**config.mk**
```make
export PLATFORM = sky130hd
export DESIGN_NAME = arb
export DESIGN_NICKNAME = d
export VERILOG_FILES = /design/src/rtl/arb_pkg.sv /design/src/rtl/arb_ctrl.sv /design/src/rtl/arb_data.sv /design/src/rtl/arb.sv
export SDC_FILE = /design/constraint.sdc
export NUM_CORES = 1
export LEC_CHECK = 0
export ABC_CLOCK_PERIOD_IN_PS = 6380
export CORE_MARGIN = 8
export CORE_UTILIZATION = 25
export CTS_BUF_LIST = sky130_fd_sc_hd__clkbuf_4 sky130_fd_sc_hd__clkbuf_8
export DETAILED_ROUTE_END_ITERATION = 8
export PLACE_DENSITY = 0.38
export SYNTH_ARGS = -nofsm -noshare
export SYNTH_HDL_FRONTEND = slang
export SYNTH_HIERARCHICAL = 1
export SYNTH_SLANG_ARGS = --single-unit
```
**constraint.sdc**
```tcl
create_clock -name clk -period 6.38 [get_ports clk]
set_input_delay 1.595 -clock clk [delete_from_list [all_inputs] [get_ports clk]]
set_output_delay 1.595 -clock clk [all_outputs]
set_load 0.02 [all_outputs]
```
**src/rtl/arb_pkg.sv**
```systemverilog
package arb_pkg;

  typedef enum logic [2:0] {
    KIND_LOAD    = 3'd0,
    KIND_STORE   = 3'd1,
    KIND_FETCH   = 3'd2,
    KIND_RMW_RD  = 3'd3,
    KIND_RMW_WR  = 3'd4,
    KIND_LL      = 3'd5,
    KIND_SC      = 3'd6,
    KIND_SPARE   = 3'd7
  } reqKind_e;

  // strobes from control to datapath
  typedef struct packed {
    logic takeOwner;
    logic incCnt;
    logic decCnt;
    logic dropRsv;
  } arbStrobes_t;

endpackage

```
**src/rtl/arb_ctrl.sv**
```systemverilog
module arb_ctrl
  import arb_pkg::*;
#(
  parameter int PROC_W = 4
) (
  input  logic              clk,
  input  logic              rstN,
  input  logic              reqValid,
  input  logic [2:0]        reqKind,
  input  logic [PROC_W-1:0] reqProc,
  input  logic              ownerValid,
  input  logic [PROC_W-1:0] ownerId,
  input  logic              cntZero,
  input  logic              cntFull,
  input  logic              rsvHit,
  output arbStrobes_t       strobes,
  output logic              rspAdmit,
  output logic              rspRefuse,
  output logic              rspScFail,
  output logic              rspProtoErr
);

  logic foreignReq;
  logic nAdmit, nRefuse, nScFail, nProto;
  reqKind_e kind;

  assign kind       = reqKind_e'(reqKind);
  assign foreignReq = ownerValid && (reqProc != ownerId);

  always_comb begin
    strobes = '0;
    nAdmit  = 1'b0;
    nRefuse = 1'b0;
    nScFail = 1'b0;
    nProto  = 1'b0;
    if (reqValid) begin
      if (foreignReq) begin
        nRefuse = 1'b1;
      end else begin
        unique case (kind)
          KIND_RMW_RD: begin
            if (cntFull) begin
              nRefuse = 1'b1;
            end else begin
              nAdmit            = 1'b1;
              strobes.takeOwner = !ownerValid;
              strobes.incCnt    = 1'b1;
            end
          end
          KIND_RMW_WR: begin
            if (!ownerValid || cntZero) begin
              nProto = 1'b1;
            end else begin
              nAdmit         = 1'b1;
              strobes.decCnt = 1'b1;
            end
          end
          KIND_SC: begin
            if (rsvHit) begin
              nAdmit          = 1'b1;
              strobes.dropRsv = 1'b1;
            end else begin
              nScFail = 1'b1;
            end
          end
          default: nAdmit = 1'b1;
        endcase
      end
    end
  end

  always_ff @(posedge clk) begin
    if (!rstN) begin
      rspAdmit    <= 1'b0;
      rspRefuse   <= 1'b0;
      rspScFail   <= 1'b0;
      rspProtoErr <= 1'b0;
    end else begin
      rspAdmit    <= nAdmit;
      rspRefuse   <= nRefuse;
      rspScFail   <= nScFail;
      rspProtoErr <= nProto;
    end
  end

endmodule

```
**src/rtl/arb_data.sv**
```systemverilog
module arb_data
  import arb_pkg::*;
#(
  parameter int PROC_W  = 4,
  parameter int LINE_W  = 26,
  parameter int CNT_W   = 2,
  parameter int NUM_RSV = 4,
  parameter int ID_W    = 4,
  parameter int SEQ_ID  = 5
) (
  input  logic              clk,
  input  logic              rstN,
  input  logic [PROC_W-1:0] reqProc,
  input  logic [LINE_W-1:0] reqLine,
  input  logic              cplValid,
  input  logic [LINE_W-1:0] cplLine,
  input  logic              invValid,
  input  logic [LINE_W-1:0] invLine,
  input  arbStrobes_t       strobes,
  output logic              ownerValid,
  output logic [PROC_W-1:0] ownerId,
  output logic [CNT_W-1:0]  ownerCnt,
  output logic              cntZero,
  output logic              cntFull,
  output logic              rsvHit
);

  localparam int IDX_W = (NUM_RSV > 1) ? $clog2(NUM_RSV) : 1;
  localparam logic [ID_W-1:0] MY_TAG = ID_W'(SEQ_ID);

  // owner and nesting counter
  assign cntZero = (ownerCnt == '0);
  assign cntFull = &ownerCnt;

  always_ff @(posedge clk) begin
    if (!rstN) begin
      ownerValid <= 1'b0;
      ownerId    <= '0;
      ownerCnt   <= '0;
    end else begin
      if (strobes.takeOwner) begin
        ownerValid <= 1'b1;
        ownerId    <= reqProc;
      end
      if (strobes.incCnt) begin
        ownerCnt <= ownerCnt + CNT_W'(1);
      end else if (strobes.decCnt) begin
        ownerCnt <= ownerCnt - CNT_W'(1);
        if (ownerCnt == CNT_W'(1)) begin
          ownerValid <= 1'b0;
          ownerId    <= '0;
        end
      end
    end
  end

  // reservation table
  logic              rsvValid [NUM_RSV];
  logic [LINE_W-1:0] rsvLine  [NUM_RSV];
  logic [ID_W-1:0]   rsvTag   [NUM_RSV];
  logic              nValid   [NUM_RSV];
  logic [LINE_W-1:0] nLine    [NUM_RSV];
  logic [ID_W-1:0]   nTag     [NUM_RSV];
  logic [NUM_RSV-1:0] hitVec;
  logic [NUM_RSV-1:0] cplMatch;
  logic [IDX_W-1:0]  rrPtr;
  logic [IDX_W-1:0]  freeIdx;
  logic [IDX_W-1:0]  setIdx;
  logic              hasFree;
  logic              bumpPtr;

  for (genvar g = 0; g < NUM_RSV; g++) begin : gMatch
    assign hitVec[g]   = rsvValid[g] && (rsvLine[g] == reqLine) && (rsvTag[g] == MY_TAG);
    assign cplMatch[g] = rsvValid[g] && (rsvLine[g] == cplLine) && (rsvTag[g] == MY_TAG);
  end

  assign rsvHit = |hitVec;

  always_comb begin
    hasFree = 1'b0;
    freeIdx = '0;
    for (int i = NUM_RSV - 1; i >= 0; i--) begin
      if (!rsvValid[i]) begin
        hasFree = 1'b1;
        freeIdx = IDX_W'(i);
      end
    end
  end

  assign setIdx = hasFree ? freeIdx : rrPtr;

  always_comb begin
    bumpPtr = 1'b0;
    for (int i = 0; i < NUM_RSV; i++) begin
      nValid[i] = rsvValid[i];
      nLine[i]  = rsvLine[i];
      nTag[i]   = rsvTag[i];
    end
    if (cplValid && !(|cplMatch)) begin
      nValid[setIdx] = 1'b1;
      nLine[setIdx]  = cplLine;
      nTag[setIdx]   = MY_TAG;
      bumpPtr        = !hasFree;
    end
    for (int i = 0; i < NUM_RSV; i++) begin
      if (strobes.dropRsv && (nLine[i] == reqLine)) nValid[i] = 1'b0;
      if (invValid && (nLine[i] == invLine))        nValid[i] = 1'b0;
    end
  end

  always_ff @(posedge clk) begin
    if (!rstN) begin
      rrPtr <= '0;
      for (int i = 0; i < NUM_RSV; i++) begin
        rsvValid[i] <= 1'b0;
        rsvLine[i]  <= '0;
        rsvTag[i]   <= '0;
      end
    end else begin
      if (bumpPtr) begin
        rrPtr <= (rrPtr == IDX_W'(NUM_RSV - 1)) ? '0 : rrPtr + IDX_W'(1);
      end
      for (int i = 0; i < NUM_RSV; i++) begin
        rsvValid[i] <= nValid[i];
        rsvLine[i]  <= nLine[i];
        rsvTag[i]   <= nTag[i];
      end
    end
  end

endmodule

```
**src/rtl/arb.sv**
```systemverilog
module arb
  import arb_pkg::*;
#(
  parameter int PROC_W  = 4,
  parameter int LINE_W  = 26,
  parameter int CNT_W   = 2,
  parameter int NUM_RSV = 4,
  parameter int ID_W    = 4,
  parameter int SEQ_ID  = 5
) (
  input  logic              clk,
  input  logic              rstN,
  input  logic              reqValid,
  input  logic [2:0]        reqKind,
  input  logic [PROC_W-1:0] reqProc,
  input  logic [LINE_W-1:0] reqLine,
  input  logic              cplValid,
  input  logic [LINE_W-1:0] cplLine,
  input  logic              invValid,
  input  logic [LINE_W-1:0] invLine,
  output logic              rspAdmit,
  output logic              rspRefuse,
  output logic              rspScFail,
  output logic              rspProtoErr
);

  arbStrobes_t       strobes;
  logic              ownerValid;
  logic [PROC_W-1:0] ownerId;
  logic [CNT_W-1:0]  ownerCnt;
  logic              cntZero;
  logic              cntFull;
  logic              rsvHit;

  arb_ctrl #(.PROC_W(PROC_W)) uCtrl (
    .clk(clk), .rstN(rstN),
    .reqValid(reqValid), .reqKind(reqKind), .reqProc(reqProc),
    .ownerValid(ownerValid), .ownerId(ownerId),
    .cntZero(cntZero), .cntFull(cntFull), .rsvHit(rsvHit),
    .strobes(strobes),
    .rspAdmit(rspAdmit), .rspRefuse(rspRefuse),
    .rspScFail(rspScFail), .rspProtoErr(rspProtoErr)
  );

  arb_data #(
    .PROC_W(PROC_W), .LINE_W(LINE_W), .CNT_W(CNT_W),
    .NUM_RSV(NUM_RSV), .ID_W(ID_W), .SEQ_ID(SEQ_ID)
  ) uData (
    .clk(clk), .rstN(rstN),
    .reqProc(reqProc), .reqLine(reqLine),
    .cplValid(cplValid), .cplLine(cplLine),
    .invValid(invValid), .invLine(invLine),
    .strobes(strobes),
    .ownerValid(ownerValid), .ownerId(ownerId), .ownerCnt(ownerCnt),
    .cntZero(cntZero), .cntFull(cntFull), .rsvHit(rsvHit)
  );

endmodule

```
==> metrics.csv <==
metric,value,unit
gp_congestion,1.057,
slew_violations,0,
placed_cells,2077,
syn_inst,1376,
cts_tree,yes,
num-nets-final,1644,
ctsHoldBuffers,0,
drv_cap,0,
skew,0.02470,ns
post_cts_buffers,0,
r2r_setup_slack,1.50,ns
antenna_left,0,
clk_pin_slew_worst_paths,0.08,ns
hold_path_class,register to register,
synth_area,10760,µm²
fin_crit,5.955,ns
mostFrequentLayoutCell,xor2_1,
avgSynthCellArea,7.822,µm²
hpwl,59.07,mm
area_delta_synth_final,28.30,%
core,42790,µm²
slew_headroom,37.87,%
busiest_layer,met2,
worstPathMaxFanout,4,
use_met1,38.53,%
ys_seq_area_share,25.76,%
grt_overflow,0,
rsz0062_at_grt,false,
synth_warnings,6,
htreeDepth,4,
r2r_cells,17,
rows,76,
grtUsageMet3,7.091,%
ir_drop,0.1357,mV
dr_total_vias,11910,
fmax,0.1679,GHz
min_path_cells,2,
reg2reg_to,uData/rsvValid[3],
synth_cell_types,70,
stdcell_count,2109,
drt-total-wl,73.58,mm
worst_setup_path_start_kind,input pin,
cts_buffers,17,
final_layout_size_suffix_gt1_share,14.46,%
synth_ff_type,dfxtp_1,
cts_max_path_buffers,2,
routedWlPerCell,34.89,µm
worstPathRequired,6.83,ns
clock-sinks,137,
grt_pass1_wl,99.80,mm
period_share,93.33,%
initial_core_util,25.15,%
synth_edf_count,3,
async_reset_ff_share,0,%
power.density,186.7,nW/µm²
placed_area,13370,µm²
grt_usage,29.21,%
setup_viol,0,
io-pin-count,94,
status,"finished, final reports clean",
tightest_slew,0.9285,ns
whs_endpoint,uData/rsvTag[3][0],
dr.first_iter.drc_count,1368,
post_cts_resized,0,
die_w,223.5,µm
worstHoldStart,uData/rsvTag[3][0],
clk_latency,0.60,ns
power,2578,µW
cts_root_buf,clkbuf_8,
drc,0,
syn_nets,1470,
die-area,49950,µm²
crit_type,input pin to register,
nFillCells,4655,
setup_ws,0.4254,ns
worstSetupStartpoint,reqLine[22],
cp-end-kind,register,
grt_max_degree,67,
p_leak,0.005596,µW
most-common-layout-cells,"xor2_1 (184), buf_4 (170), dfxtp_1 (134), nand2_1 (116), clkdlybuf4s50_1 (92)",
first_global_vias,11770,
fp.dieH,223.5,µm
yosys_register_bits,137,
first_pass_iters,6,
antenna_found_initial,2,
arrival,6.41,ns
portBuffers,93,
diodes,0,
met2_usage,44.41,%
hold_viol,0,
final_area,13810,µm²
place_ws,-0.09029,ns
worstReg2RegStart,uData/rsvLine[1][20],
viasPerCell,5.648,
critical path, cell delays in order:
cell             delay, ns
clkdlybuf4s50_1       0.61
xor2_1                0.25
nor4_1                0.30
nand4_1               0.13
or4_1                 0.57
o22ai_1               0.24
a221o_1               0.20
nand2_1               0.08
nor3_1                0.31
o211ai_1              0.19
a2111oi_0             0.46
buf_4                 0.19
o2111ai_1             0.14
or4_1                 0.47
a22oi_1               0.19
nand4_1               0.11
o31ai_1               0.29
a31oi_1               0.07
state kept, by name, summed over array words and instances, names as in the netlist:
signal and cells:
uData/rrPtr 2, uData/ownerValid 1, uCtrl/rspScFail 1, uCtrl/rspAdmit 1, uCtrl/rspProtoErr 1, uCtrl/rspRefuse 1
uData/rsvValid 4, uData/ownerId 4, uData/ownerCnt 2, uData/rsvLine 104, uData/rsvTag 16
layout make-up:
class                   instances  area [µm²]  share of cell area [%]
multi-input cells            1039        7169                   51.92
flip-flops and latches        137        2773                   20.08
repair buffers                274        2437                   17.65
well taps                     546       683.2                   4.947
inverters                      81       305.3                   2.211
clock buffers                  18       247.7                   1.794
clock inverters                14       192.7                   1.395
cell usage after synthesis (all sizes together) (6+ instances only):
master	count	area (µm²)
nor2b	74	462.9
and3	18	112.6
nand2b	9	56.30
or4	11	86.33
nand4	32	200.2
a221oi	18	157.7
and2	10	62.56
xor2	184	1612
o221ai	6	52.55
o211ai	8	60.06
nor3	19	95.09
nand2	118	452.9
o22ai	32	200.2
buf	36	210.2
o21a	6	45.04
o2bb2ai	9	78.83
xnor2	87	762.0
nand3	27	135.1
inv	79	296.5
a21oi	46	234.0
nor2	62	232.7
mux2i	40	400.4
dfxtp	134	2683
nor4	62	387.9
o2111ai	12	105.1
a2111oi	8	70.07
clkbuf	83	311.6
a21boi	49	367.8
o21ai	22	110.1
a211oi	8	60.06
metrics by stage:
stage | util, % | hold slack [ns] | TNS [ns]
finish | 32.27 | 0.4661 | 0
CTS | 32.27 | 0.4731 | 0
global placement | 31.24 | 0.4507 | 0
floorplan | - | 0.4351 | 0
detailed placement | 31.24 | 0.4607 | -0.1870
global route | 32.27 | 0.4890 | 0
how the worst max path moves through the flow:
| stage | slack (ns) | to | cells after the start |
|---|---|---|---|
| 2_1_floorplan | 0.98 | uData/rsvValid[3] | 17 |
| 3_5_place_dp | -0.09 | uData/rsvValid[3] | 18 |
| 5_1_grt | 0.16 | uData/rsvValid[0] | 19 |
| 4_1_cts | 0.54 | uData/rsvValid[3] | 18 |
| 3_3_place_gp | 0.07 | uData/rsvValid[0] | 19 |
| 6_report | 0.43 | uData/rsvValid[3] | 18 |
cells by family (layout without fill, tap and decap cells):
family / Yosys count / after routing / share of synthesized area [%]
multiplexers: 40 / 40 / 3.720
buffers and inverters: 200 / 387 / 7.684
adder cells (fa/ha/maj): 4 / 4 / 0.4650
XOR/XNOR: 271 / 271 / 22.05
flip-flops: 137 / 137 / 25.76
AO/OA/AOI/OAI: 267 / 267 / 17.95
AND/OR/NAND/NOR: 457 / 457 / 22.37
metal layers:
layer	part of all wire (%)	routed length (µm)
met2	43	31790
met3	8.7	6380
met1	43	31870
met4	4.8	3535
met5	0	0
power by group:
group / switching, µW / internal (µW) / total, µW / leakage (µW)
registers: 69.2 / 888 / 957 / 0.00112
logic: 449 / 289 / 739 / 0.00425
clock network: 444 / 438 / 882 / 0.000224
total: 963 / 1620 / 2580 / 0.00560
(Power assumes the default switching activity.)
